===== src/rtl/msearch_pkg.sv =====
// Package: shared state encoding and neighbour-order helpers for the
// multiple-winner motion search. Neighbour codes 0..7 walk the 3x3 ring
// in row-major order with the centre removed. Unit codes: 2'b11 = -1,
// 2'b00 = 0, 2'b01 = +1.
package msearch_pkg;

    typedef enum logic [2:0] {
        MS_IDLE,
        MS_ISSUE,
        MS_WAIT,
        MS_ADV,
        MS_FIN
    } ms_state_t;

    // Horizontal unit direction of ring neighbour n
    function automatic logic [1:0] nb_unit_x(input logic [2:0] n);
        case (n)
            3'd0, 3'd3, 3'd5: nb_unit_x = 2'b11;
            3'd1, 3'd6:       nb_unit_x = 2'b00;
            default:          nb_unit_x = 2'b01;
        endcase
    endfunction

    // Vertical unit direction of ring neighbour n
    function automatic logic [1:0] nb_unit_y(input logic [2:0] n);
        case (n)
            3'd0, 3'd1, 3'd2: nb_unit_y = 2'b11;
            3'd3, 3'd4:       nb_unit_y = 2'b00;
            default:          nb_unit_y = 2'b01;
        endcase
    endfunction

endpackage


===== src/rtl/ms_offset.sv =====
// Module: ms_offset
// Forms one candidate offset: centre + unit * delta on each axis, clamped
// to +/-WIN. Purely combinational.
// Assumes: the centre is already inside the window, delta is at most
// 2**(OFFW-1), and the unit codes follow msearch_pkg.
module ms_offset #(
    parameter int OFFW = 4,
    parameter int WIN  = 7
) (
    input  logic [OFFW-1:0] cen_x,
    input  logic [OFFW-1:0] cen_y,
    input  logic [OFFW-1:0] delta,
    input  logic [1:0]      ux,
    input  logic [1:0]      uy,
    output logic [OFFW-1:0] off_x,
    output logic [OFFW-1:0] off_y
);
    localparam int EW = OFFW + 2;
    localparam logic signed [EW-1:0] LIM_HI = EW'(WIN);
    localparam logic signed [EW-1:0] LIM_LO = -EW'(WIN);

    generate
        for (genvar a = 0; a < 2; a++) begin : g_axis
            logic [OFFW-1:0]        cen_s;
            logic [1:0]             unit_s;
            logic signed [EW-1:0]   base;
            logic signed [EW-1:0]   stp;
            logic signed [EW-1:0]   raw;
            logic [OFFW-1:0]        res;

            assign cen_s  = (a == 0) ? cen_x : cen_y;
            assign unit_s = (a == 0) ? ux : uy;

            // Step from the centre along this axis, then clamp to the window
            always_comb begin
                base = EW'($signed(cen_s));
                stp  = EW'($signed({1'b0, delta}));
                case (unit_s)
                    2'b01:   raw = base + stp;
                    2'b11:   raw = base - stp;
                    default: raw = base;
                endcase
                if (raw > LIM_HI)
                    res = LIM_HI[OFFW-1:0];
                else if (raw < LIM_LO)
                    res = LIM_LO[OFFW-1:0];
                else
                    res = raw[OFFW-1:0];
            end
        end
    endgenerate

    assign off_x = g_axis[0].res;
    assign off_y = g_axis[1].res;

endmodule


===== src/rtl/ms_top3.sv =====
// Module: ms_top3
// Sorted K-entry tracker of the lowest SADs with their offsets. Entry 0
// holds the lowest. An insert is placed above the first entry that it
// strictly beats or that is empty; the lower entries shift down and the
// last one is dropped. On equal SADs the earlier insert stays higher.
// Assumes: clear and ins are never high together.
module ms_top3 #(
    parameter int K    = 3,
    parameter int SADW = 16,
    parameter int OFFW = 4
) (
    input  logic                      clk,
    input  logic                      rst_n,
    input  logic                      clear,
    input  logic                      ins,
    input  logic [SADW-1:0]           ins_sad,
    input  logic [OFFW-1:0]           ins_x,
    input  logic [OFFW-1:0]           ins_y,
    output logic [K-1:0]              ent_vld,
    output logic [K-1:0][SADW-1:0]    ent_sad,
    output logic [K-1:0][OFFW-1:0]    ent_x,
    output logic [K-1:0][OFFW-1:0]    ent_y
);
    logic [K-1:0] beats;

    generate
        for (genvar i = 0; i < K; i++) begin : g_ent
            logic            vld_q;
            logic [SADW-1:0] sad_q;
            logic [OFFW-1:0] x_q;
            logic [OFFW-1:0] y_q;
            logic            above;

            assign beats[i] = !vld_q || (ins_sad < sad_q);

            if (i == 0) begin : g_head
                assign above = 1'b0;
            end else begin : g_tail
                assign above = beats[i-1];
            end

            // Entry update: take the new value, take the entry above, or hold
            always_ff @(posedge clk) begin
                if (!rst_n || clear) begin
                    vld_q <= 1'b0;
                    sad_q <= '0;
                    x_q   <= '0;
                    y_q   <= '0;
                end else if (ins && beats[i]) begin
                    if (!above) begin
                        vld_q <= 1'b1;
                        sad_q <= ins_sad;
                        x_q   <= ins_x;
                        y_q   <= ins_y;
                    end else begin
                        vld_q <= ent_vld[(i == 0) ? 0 : i-1];
                        sad_q <= ent_sad[(i == 0) ? 0 : i-1];
                        x_q   <= ent_x[(i == 0) ? 0 : i-1];
                        y_q   <= ent_y[(i == 0) ? 0 : i-1];
                    end
                end
            end

            assign ent_vld[i] = vld_q;
            assign ent_sad[i] = sad_q;
            assign ent_x[i]   = x_q;
            assign ent_y[i]   = y_q;

            if (i > 0) begin : g_chk
                // ranking stays sorted and filled from the top
                a_r3_sorted: assert property (@(posedge clk) disable iff (!rst_n)
                    ent_vld[i] |-> (ent_vld[i-1] && (ent_sad[i-1] <= ent_sad[i])));
            end
        end
    endgenerate

endmodule


===== src/rtl/msearch_ctrl.sv =====
// Module: msearch_ctrl
// Sequencer for the multiple-winner three-step search. It issues the
// centre plus eight ring points at STEP0, then the eight ring points of
// each of K held centres at every halved step down to 1, with one request
// outstanding at a time. It ranks the returned SADs in ms_top3 and pulses
// done with the best entry.
// Assumes: the SAD engine returns exactly one sad_valid per accepted
// candidate, at least one cycle after acceptance.
module msearch_ctrl
    import msearch_pkg::*;
#(
    parameter int OFFW      = 4,
    parameter int SADW      = 16,
    parameter int WIN       = 7,
    parameter int K         = 3,
    parameter int STEP_LOG2 = 2
) (
    input  logic            clk,
    input  logic            rst_n,
    input  logic            start,
    output logic            cand_valid,
    input  logic            cand_ready,
    output logic [OFFW-1:0] cand_dx,
    output logic [OFFW-1:0] cand_dy,
    input  logic            sad_valid,
    input  logic [SADW-1:0] sad_value,
    output logic            done,
    output logic [OFFW-1:0] best_dx,
    output logic [OFFW-1:0] best_dy,
    output logic [SADW-1:0] best_sad
);
    localparam int NSTEP = STEP_LOG2 + 1;
    localparam int STEP0 = 1 << STEP_LOG2;
    localparam int SW    = $clog2(NSTEP + 1);
    localparam int CW    = $clog2(K + 1);
    localparam int TOTAL = 9 + 8 * K * (NSTEP - 1);
    localparam int NW    = $clog2(TOTAL + 1);

    ms_state_t              state;
    logic [SW-1:0]          step;
    logic [CW-1:0]          cidx;
    logic [3:0]             jidx;
    logic [K-1:0][OFFW-1:0] cen_x_q;
    logic [K-1:0][OFFW-1:0] cen_y_q;
    logic [NW-1:0]          issued_q;

    logic                   first_step;
    logic                   is_centre;
    logic                   last_in_step;
    logic                   last_step;
    logic [2:0]             nb;
    logic [1:0]             ux;
    logic [1:0]             uy;
    logic [OFFW-1:0]        cur_cx;
    logic [OFFW-1:0]        cur_cy;
    logic [OFFW-1:0]        delta;
    logic                   trk_clear;
    logic                   trk_ins;
    logic                   sad_take;

    logic [K-1:0]           ent_vld;
    logic [K-1:0][SADW-1:0] ent_sad;
    logic [K-1:0][OFFW-1:0] ent_x;
    logic [K-1:0][OFFW-1:0] ent_y;

    // Decode the current position in the search pattern
    always_comb begin
        first_step   = (step == '0);
        is_centre    = first_step && (jidx == 4'd0);
        nb           = first_step ? 3'(jidx - 4'd1) : jidx[2:0];
        ux           = is_centre ? 2'b00 : nb_unit_x(nb);
        uy           = is_centre ? 2'b00 : nb_unit_y(nb);
        cur_cx       = first_step ? '0 : cen_x_q[cidx];
        cur_cy       = first_step ? '0 : cen_y_q[cidx];
        delta        = OFFW'(STEP0 >> step);
        last_in_step = first_step ? (jidx == 4'd8)
                                  : ((jidx == 4'd7) && (cidx == CW'(K - 1)));
        last_step    = (step == SW'(NSTEP - 1));
    end

    assign cand_valid = (state == MS_ISSUE);
    assign sad_take   = (state == MS_WAIT) && sad_valid;
    assign trk_clear  = (state == MS_IDLE) && start;
    assign trk_ins    = sad_take;

    ms_offset #(
        .OFFW (OFFW),
        .WIN  (WIN)
    ) u_offset (
        .cen_x (cur_cx),
        .cen_y (cur_cy),
        .delta (delta),
        .ux    (ux),
        .uy    (uy),
        .off_x (cand_dx),
        .off_y (cand_dy)
    );

    ms_top3 #(
        .K    (K),
        .SADW (SADW),
        .OFFW (OFFW)
    ) u_rank (
        .clk     (clk),
        .rst_n   (rst_n),
        .clear   (trk_clear),
        .ins     (trk_ins),
        .ins_sad (sad_value),
        .ins_x   (cand_dx),
        .ins_y   (cand_dy),
        .ent_vld (ent_vld),
        .ent_sad (ent_sad),
        .ent_x   (ent_x),
        .ent_y   (ent_y)
    );

    // Search sequencer: walk steps, centres and ring points
    always_ff @(posedge clk) begin
        if (!rst_n) begin
            state <= MS_IDLE;
            step  <= '0;
            cidx  <= '0;
            jidx  <= '0;
        end else begin
            case (state)
                MS_IDLE: begin
                    if (start) begin
                        state <= MS_ISSUE;
                        step  <= '0;
                        cidx  <= '0;
                        jidx  <= '0;
                    end
                end
                MS_ISSUE: begin
                    if (cand_ready) state <= MS_WAIT;
                end
                MS_WAIT: begin
                    if (sad_valid) begin
                        if (last_in_step && last_step) begin
                            state <= MS_FIN;
                        end else if (last_in_step) begin
                            state <= MS_ADV;
                            step  <= step + 1'b1;
                            cidx  <= '0;
                            jidx  <= '0;
                        end else begin
                            state <= MS_ISSUE;
                            if (!first_step && (jidx == 4'd7)) begin
                                jidx <= '0;
                                cidx <= cidx + 1'b1;
                            end else begin
                                jidx <= jidx + 4'd1;
                            end
                        end
                    end
                end
                MS_ADV:  state <= MS_ISSUE;
                MS_FIN:  state <= MS_IDLE;
                default: state <= MS_IDLE;
            endcase
        end
    end

    // Latch the ranked winners as centres for the next step
    always_ff @(posedge clk) begin
        if (!rst_n) begin
            cen_x_q <= '0;
            cen_y_q <= '0;
        end else if (state == MS_ADV) begin
            cen_x_q <= ent_x;
            cen_y_q <= ent_y;
        end
    end

    // Publish the best entry and pulse done once per search
    always_ff @(posedge clk) begin
        if (!rst_n) begin
            done     <= 1'b0;
            best_dx  <= '0;
            best_dy  <= '0;
            best_sad <= '0;
        end else begin
            done <= 1'b0;
            if (state == MS_FIN) begin
                done     <= 1'b1;
                best_dx  <= ent_x[0];
                best_dy  <= ent_y[0];
                best_sad <= ent_sad[0];
            end
        end
    end

    // Count accepted candidates of the running search (checked below)
    always_ff @(posedge clk) begin
        if (!rst_n || trk_clear)
            issued_q <= '0;
        else if (cand_valid && cand_ready)
            issued_q <= issued_q + 1'b1;
    end

    // an offered candidate is held unchanged until accepted
    a_r6_hold: assert property (@(posedge clk) disable iff (!rst_n)
        (cand_valid && !cand_ready) |=> (cand_valid && $stable(cand_dx) && $stable(cand_dy)));

    // every offered offset lies within the window
    a_r4_in_window: assert property (@(posedge clk) disable iff (!rst_n)
        cand_valid |-> (($signed(cand_dx) <= WIN) && ($signed(cand_dx) >= -WIN) &&
                        ($signed(cand_dy) <= WIN) && ($signed(cand_dy) >= -WIN)));

    // done lasts exactly one cycle
    a_r7_done_pulse: assert property (@(posedge clk) disable iff (!rst_n)
        done |=> !done);

    // a completed search accepted exactly the full candidate count
    a_r5_total: assert property (@(posedge clk) disable iff (!rst_n)
        done |-> (issued_q == NW'(TOTAL)));

    // centres are latched only from a fully ranked tracker
    a_r3_full: assert property (@(posedge clk) disable iff (!rst_n)
        (state == MS_ADV) |-> (&ent_vld));

    // start during an offered candidate does not restart the search
    a_r8_busy_start: assert property (@(posedge clk) disable iff (!rst_n)
        ((state == MS_ISSUE) && start && !cand_ready) |=> (state == MS_ISSUE));

endmodule


===== config.mk =====
export PLATFORM = sky130hd
export DESIGN_NAME = msearch_ctrl
export DESIGN_NICKNAME = d
export VERILOG_FILES = /design/src/rtl/msearch_pkg.sv /design/src/rtl/ms_offset.sv /design/src/rtl/ms_top3.sv /design/src/rtl/msearch_ctrl.sv
export SDC_FILE = /design/constraint.sdc
export NUM_CORES = 1
export LEC_CHECK = 0
export ABC_AREA = 1
export BUFFER_PORTS_ARGS = -buffer_cell sky130_fd_sc_hd__clkbuf_2
export CORE_UTILIZATION = 50
export DETAILED_ROUTE_END_ITERATION = 8
export MAX_ROUTING_LAYER = met4
export PLACE_DENSITY = 0.65
export SLEW_MARGIN = 20
export SYNTH_ARGS = -nofsm -noshare
export SYNTH_HDL_FRONTEND = slang
export SYNTH_SLANG_ARGS = --single-unit

===== constraint.sdc =====
create_clock -name clk -period 4.7 [get_ports clk]
set_input_delay 0.47 -clock clk [delete_from_list [all_inputs] [get_ports clk]]
set_output_delay 0.47 -clock clk [all_outputs]
set_load 0.01 [all_outputs]

-- After elaboration in Yosys (flattened, before gate mapping)
Cells that the tools add are included.
- register bits after elaboration: 135
- shifts and indexed selects: 1
- reduce and logical (&&, ||, !) cells: 31
- equality and inequality tests: 24
- add/subtract/negate cells: 8
- $lt $le $gt $ge: 8
- mux-type cells: 49
- operators by type and width (kind ; count):
    two-way mux 4 bit ; 17
    < comparator 16 bit ; 3
    two-way mux 16 bit ; 2
    case mux 6 bit (2 select lines) ; 2
    two-way mux 2 bit ; 11
    binary-select mux 4 bit (select 2 bit) ; 2
    case mux 2 bit (2 select lines) ; 4
    two-way mux 3 bit ; 5
    adder 4 x 5 -> 6 bit ; 2
    equality test 3 x 2 -> 1 bit, second input constant ; 4
    equality test 3 bit, second input constant ; 4
    > comparator 6 x 4 -> 1 bit, second input constant ; 2
    < comparator 6 x 4 -> 1 bit, second input constant ; 2
    case mux 3 bit (4 select lines) ; 1
    subtractor 4 x 5 -> 6 bit ; 2
    AND reduction 5 bit ; 2
    logical AND 1 bit ; 9
    equality test 2 bit, second input constant ; 4
    inequality test 2 bit, second input constant ; 4
    case mux 4 bit (2 select lines) ; 1
    equality test 3 x 1 -> 1 bit, second input constant ; 2
    zero test 3 bit ; 2
    OR reduction 3 bit ; 2
    zero test 1 bit ; 5
    other kinds (18) ; 27

-- Longest topological paths before layout
- depth after elaboration: 12
- gate-level depth with buffers: 28
- mapped depth without buffers: 28

-- Hierarchy
Synthesis repeated with hierarchy kept, for this count alone.
- cells, all modules: 1358
- area total of the unflattened synthesis: 8654.6 um^2
- modules (own cells, without submodules) (module ; instances ; cells each ; area each (um^2)):
    ms_top3 ; 1 ; 772 ; 4844.6
    msearch_ctrl ; 1 ; 396 ; 2761.4
    ms_offset ; 1 ; 190 ; 1048.5

-- Least setup slack after synthesis
No wires, ideal clock.
- path kind: register to output
- start point: register step[0]
- end point: output cand_dy[1]
- path slack: 1.431 ns
- data arrival time: 2.799 ns
- buffers on the path: 1
- stages on the path, launching flop included: 22
- cells stage by stage: dfxtp_1 -> inv_1 -> ha_1 -> buf_6 -> nand2_1 -> nand2_1 -> nand2_2 -> nand3_2 -> o21ai_0 -> inv_1 -> fa_1 -> or2_2 -> nand2_1 -> o21ai_0 -> nand2_1 -> nand2_1 -> nand2_1 -> inv_1 -> nand2_1 -> nand2_4 -> nand2_2 -> nand2_2
- word-level cells in the longest chain between the ends: 11
- ends and longest elaborated chain (item ; RTL line ; RTL):
    start: declaration ; msearch_ctrl.sv:40 ; logic [SW-1:0] step;
    start signal: assignment ; msearch_ctrl.sv:143 ; step <= step + 1'b1;
    zero test 2 bit ; msearch_ctrl.sv:68 ; first_step = (step == '0);
    two-way mux 3 bit ; msearch_ctrl.sv:70 ; nb = first_step ? 3'(jidx - 4'd1) : jidx[2:0];
    equality test 3 x 1 -> 1 bit, or another cell as far along ; msearch_pkg.sv:26 ; case (n)
    OR reduction 3 bit or OR reduction 2 bit (tied branches) ; msearch_pkg.sv:26 ;
    case mux 2 bit (2 select lines) ; msearch_pkg.sv:26 ;
    two-way mux 2 bit ; msearch_ctrl.sv:72 ; uy = is_centre ? 2'b00 : nb_unit_y(nb);
    equality test 2 bit or equality test 2 x 1 -> 1 bit (tied branches) ; ms_offset.sv:38 ; case (unit_s)
    case mux 6 bit (2 select lines) (*) ; ms_offset.sv:38 ;
    < comparator 6 x 4 -> 1 bit ; ms_offset.sv:45 ; else if (raw < LIM_LO)
    two-way mux 4 bit ; ms_offset.sv:45 ;
    two-way mux 4 bit (*) ; ms_offset.sv:43 ; if (raw > LIM_HI)
    end: declaration ; msearch_ctrl.sv:24 ; output logic [OFFW-1:0] cand_dy,
Mark *: on every way between the ends. The rest lies on a longest branch, timed or not.

-- Worst setup path after layout
Same ends and word-level chain as after synthesis.

==> run metrics <==
arrival time worst endpoint=3.83 ns; Fmax achieved=232.8 MHz; register bit total from synthesis=135; sw frac=32.71%; Clock Path Buffers=2; DRC viols=0; final wirelength=18870 µm; Internal=2.312 mW; setup violators final=0; clock power share=39.5%; # H-tree levels=4; Final Hold Vio Count=0; top cells by count, synth=nand2_1, o21ai_0, a21oi_1; CP Data Required Time=4.23 ns; YS warnings=0; Yosys top cell area share=36.17%; kind of cell adding the most delay to the critical path=simple AND/OR/NAND/NOR gates; Core ar.=14530 µm²; share of post-route cells with drive strength above 1=11.94%; Pleak=3.803 nW; critical-path cell list=inv_1, ha_2, inv_2, nand2_1, nand2_2, nand2_2, nand3_2, o21ai_0, inv_1, fa_1, or2_2, nand2_1, o21ai_0, nand2_1, nand2_1, nand2_1, inv_1, nand2_1, nand2_4, nand2_2, nand2_2, clkbuf_2; Worst Tran Pin Value=1.054 ns; syn_nets=1160; worst skew pair latency=0.43 ns; crit path time final=4.296 ns; # hold bufs at CTS=0; Die Ht=124.2 µm; Finished Core Util=58.11%; fin crit share=91.41%; Worst R2R End=u_rank.g_ent[2].y_q[1]$_SDFFE_PP0P_; area leader, netlist=dfxtp_1; routability congestion estimate=0.8864; sequential fraction of design power=35.2%; CP Depth=22; synthesized area per cell=6.950 µm²; skew final=0.007838 ns; number of nets in the layout=1196; Tot GR Track Use=26.12%; total clock buffers created by CTS=17; CTS resizes=0; vias in the first global route=6449; number of synthesized flops with an enable pin=0; diode count=0; Crit Path Class=reg2out; Rel. slew slack=29.74%; outcome=complete, no violations; DR iter-0 viols=346; Worst Path Max Fanout=15; Reg2Reg Depth=25; port buffer count=54; Pwr Density=406.8 nW/µm²; Logic pwr share=25.3%; Top cell by count, worst path=nand2_1; most frequent cell after synthesis=nand2_1; largest net degree at the start of global routing=54; asr flop ratio synth=0%; final worst slack=0.4038 ns; hold_sp=sad_value[0]; Critical-path top delay cell=ha_2; r2r setup slk=1.10 ns; worst path buffer plus inverter count=5; overflow left after global routing=0; Routed WL per cell=14.45 µm; Fin Setup TNS=0 ns; Setup crit start kind=flip-flop; CTS tree=built; ys flop type=dfxtp_1; global-route wire length before repair=31750 µm; post-CTS setup buffers=0; hpwl dp=13150 µm; DR WL met2=8769 µm; Initial Util=51.40%; Die Span X=124.2 µm; max-slew violations=0; FF-to-FF Start=step[0]$_SDFFE_PN0P_; synthesized cell area=7471 µm²; I/O pin cnt=55; Hold WS=0.3259 ns; crit-path max cell delay=0.40 ns; met1 WL=9019 µm; worst hold path depth=3; Max Cap Viol=0; Hold Path Class=in2reg; met3 WL post-DR=774 µm; row count=44; die area=15430 µm²; clock root cell=clkbuf_16; Mapped Cells=1075; CP Capture Type=output pin; NetSw=1.124 mW; Worst-path clk slew=0.06 ns; First-pass DRT Iterations=5; dominant cells by area after synthesis=dfxtp_1, ha_1, nand2_1; Layout area overhead=13.05%; unrepaired setup endpoints after global routing=false; initial antenna violation count=0; Synth cell types=37; Vias=6864; pre-CTS WS=0.6790 ns; top sig layer=met4; vias per cell=5.256; maximum vdd drop=0.3071 mV; Hold Path Sink=u_rank.g_ent[1].sad_q[0]$_SDFFE_PP0P_; remaining antenna violation count=0; Sink Count=135; sequential fraction of the synthesis area=36.17%
==> worst min-delay path: cells and delay by family <==
kind | cells | cell delay [ns]
AOI/OAI and AO/OA | 1 | 0.06
and+or+nand+nor | 1 | 0.07
buffers and inverters | 1 | 0.10
==> flip-flops by register name (all words and copies together), names as in the netlist, 3 cells and up <==
register and flops:
best_dx 4, best_dy 4, best_sad 16, cen_x_q 12
cen_y_q 12, jidx 4, state 3, u_rank.g_ent.sad_q 48
u_rank.g_ent.vld_q 3, u_rank.g_ent.x_q 12, u_rank.g_ent.y_q 12
==> cell families after synthesis <==
family | synth area share (%)
compound gates | 21.24
xor+xnor | 0.3518
fa+ha+maj | 10.92
buf+inv | 9.580
flops | 36.17
simple gates | 21.74
==> cell usage in the layout (no fill, tap or decap), types with 9 or more instances in the layout <==
cell type	n
ha_1	61
nand2_1	195
o21ai_0	143
nand3_1	32
buf_4	9
nand4_1	13
a21oi_1	140
inv_2	9
dfxtp_1	135
clkbuf_2	54
inv_1	129
clkbuf_16	17
nand2_2	14
nor2_1	102
==> layer usage <==
metal | vias up | track usage (%)
li1 | 3594 | -
met1 | 3127 | 32.63
met2 | 120 | 42.18
met3 | 23 | 5.776
met4 | 0 | 7.512
met5 | - | -
==> power by group through the flow <==
stage	sequential [mW]	clock [mW]	combinational, mW
floorplan	1.23	0	0.632
global placement	1.23	0	0.857
detailed placement	1.23	0	0.862
CTS	1.21	1.37	0.868
global route	1.21	1.42	0.987
finish	1.21	1.36	0.869
==> worst max path at each step <==
| stage | from | end |
|---|---|---|
| global placement | step[0]$_SDFFE_PN0P_ | cand_dy[1] |
| finish | step[0]$_SDFFE_PN0P_ | cand_dy[1] |
| CTS | step[0]$_SDFFE_PN0P_ | cand_dy[1] |
| floorplan | step[0]$_SDFFE_PN0P_ | cand_dy[1] |
| global route | step[0]$_SDFFE_PN0P_ | cand_dy[1] |
| detailed placement | step[0]$_SDFFE_PN0P_ | cand_dy[1] |
==> area by class of cell <==
class,count,area [µm²]
timing repair buffer,63,337.8
inverter,140,525.5
multi-input combinational,754,4055
sequential,135,2703
clock inverter,11,151.4
fill,1447,6088
clock buffer,19,442.9
tap,184,230.2
==> through the flow <==
step	area, µm²	cells	power (mW)
floorplan	7471	1075	1.857
global placement	7849	1276	2.091
detailed placement	7849	1276	2.095
CTS	8443	1306	3.446
global route	8446	1306	3.620
finish	8446	1306	3.436
Power figures use the tool's default switching activity.
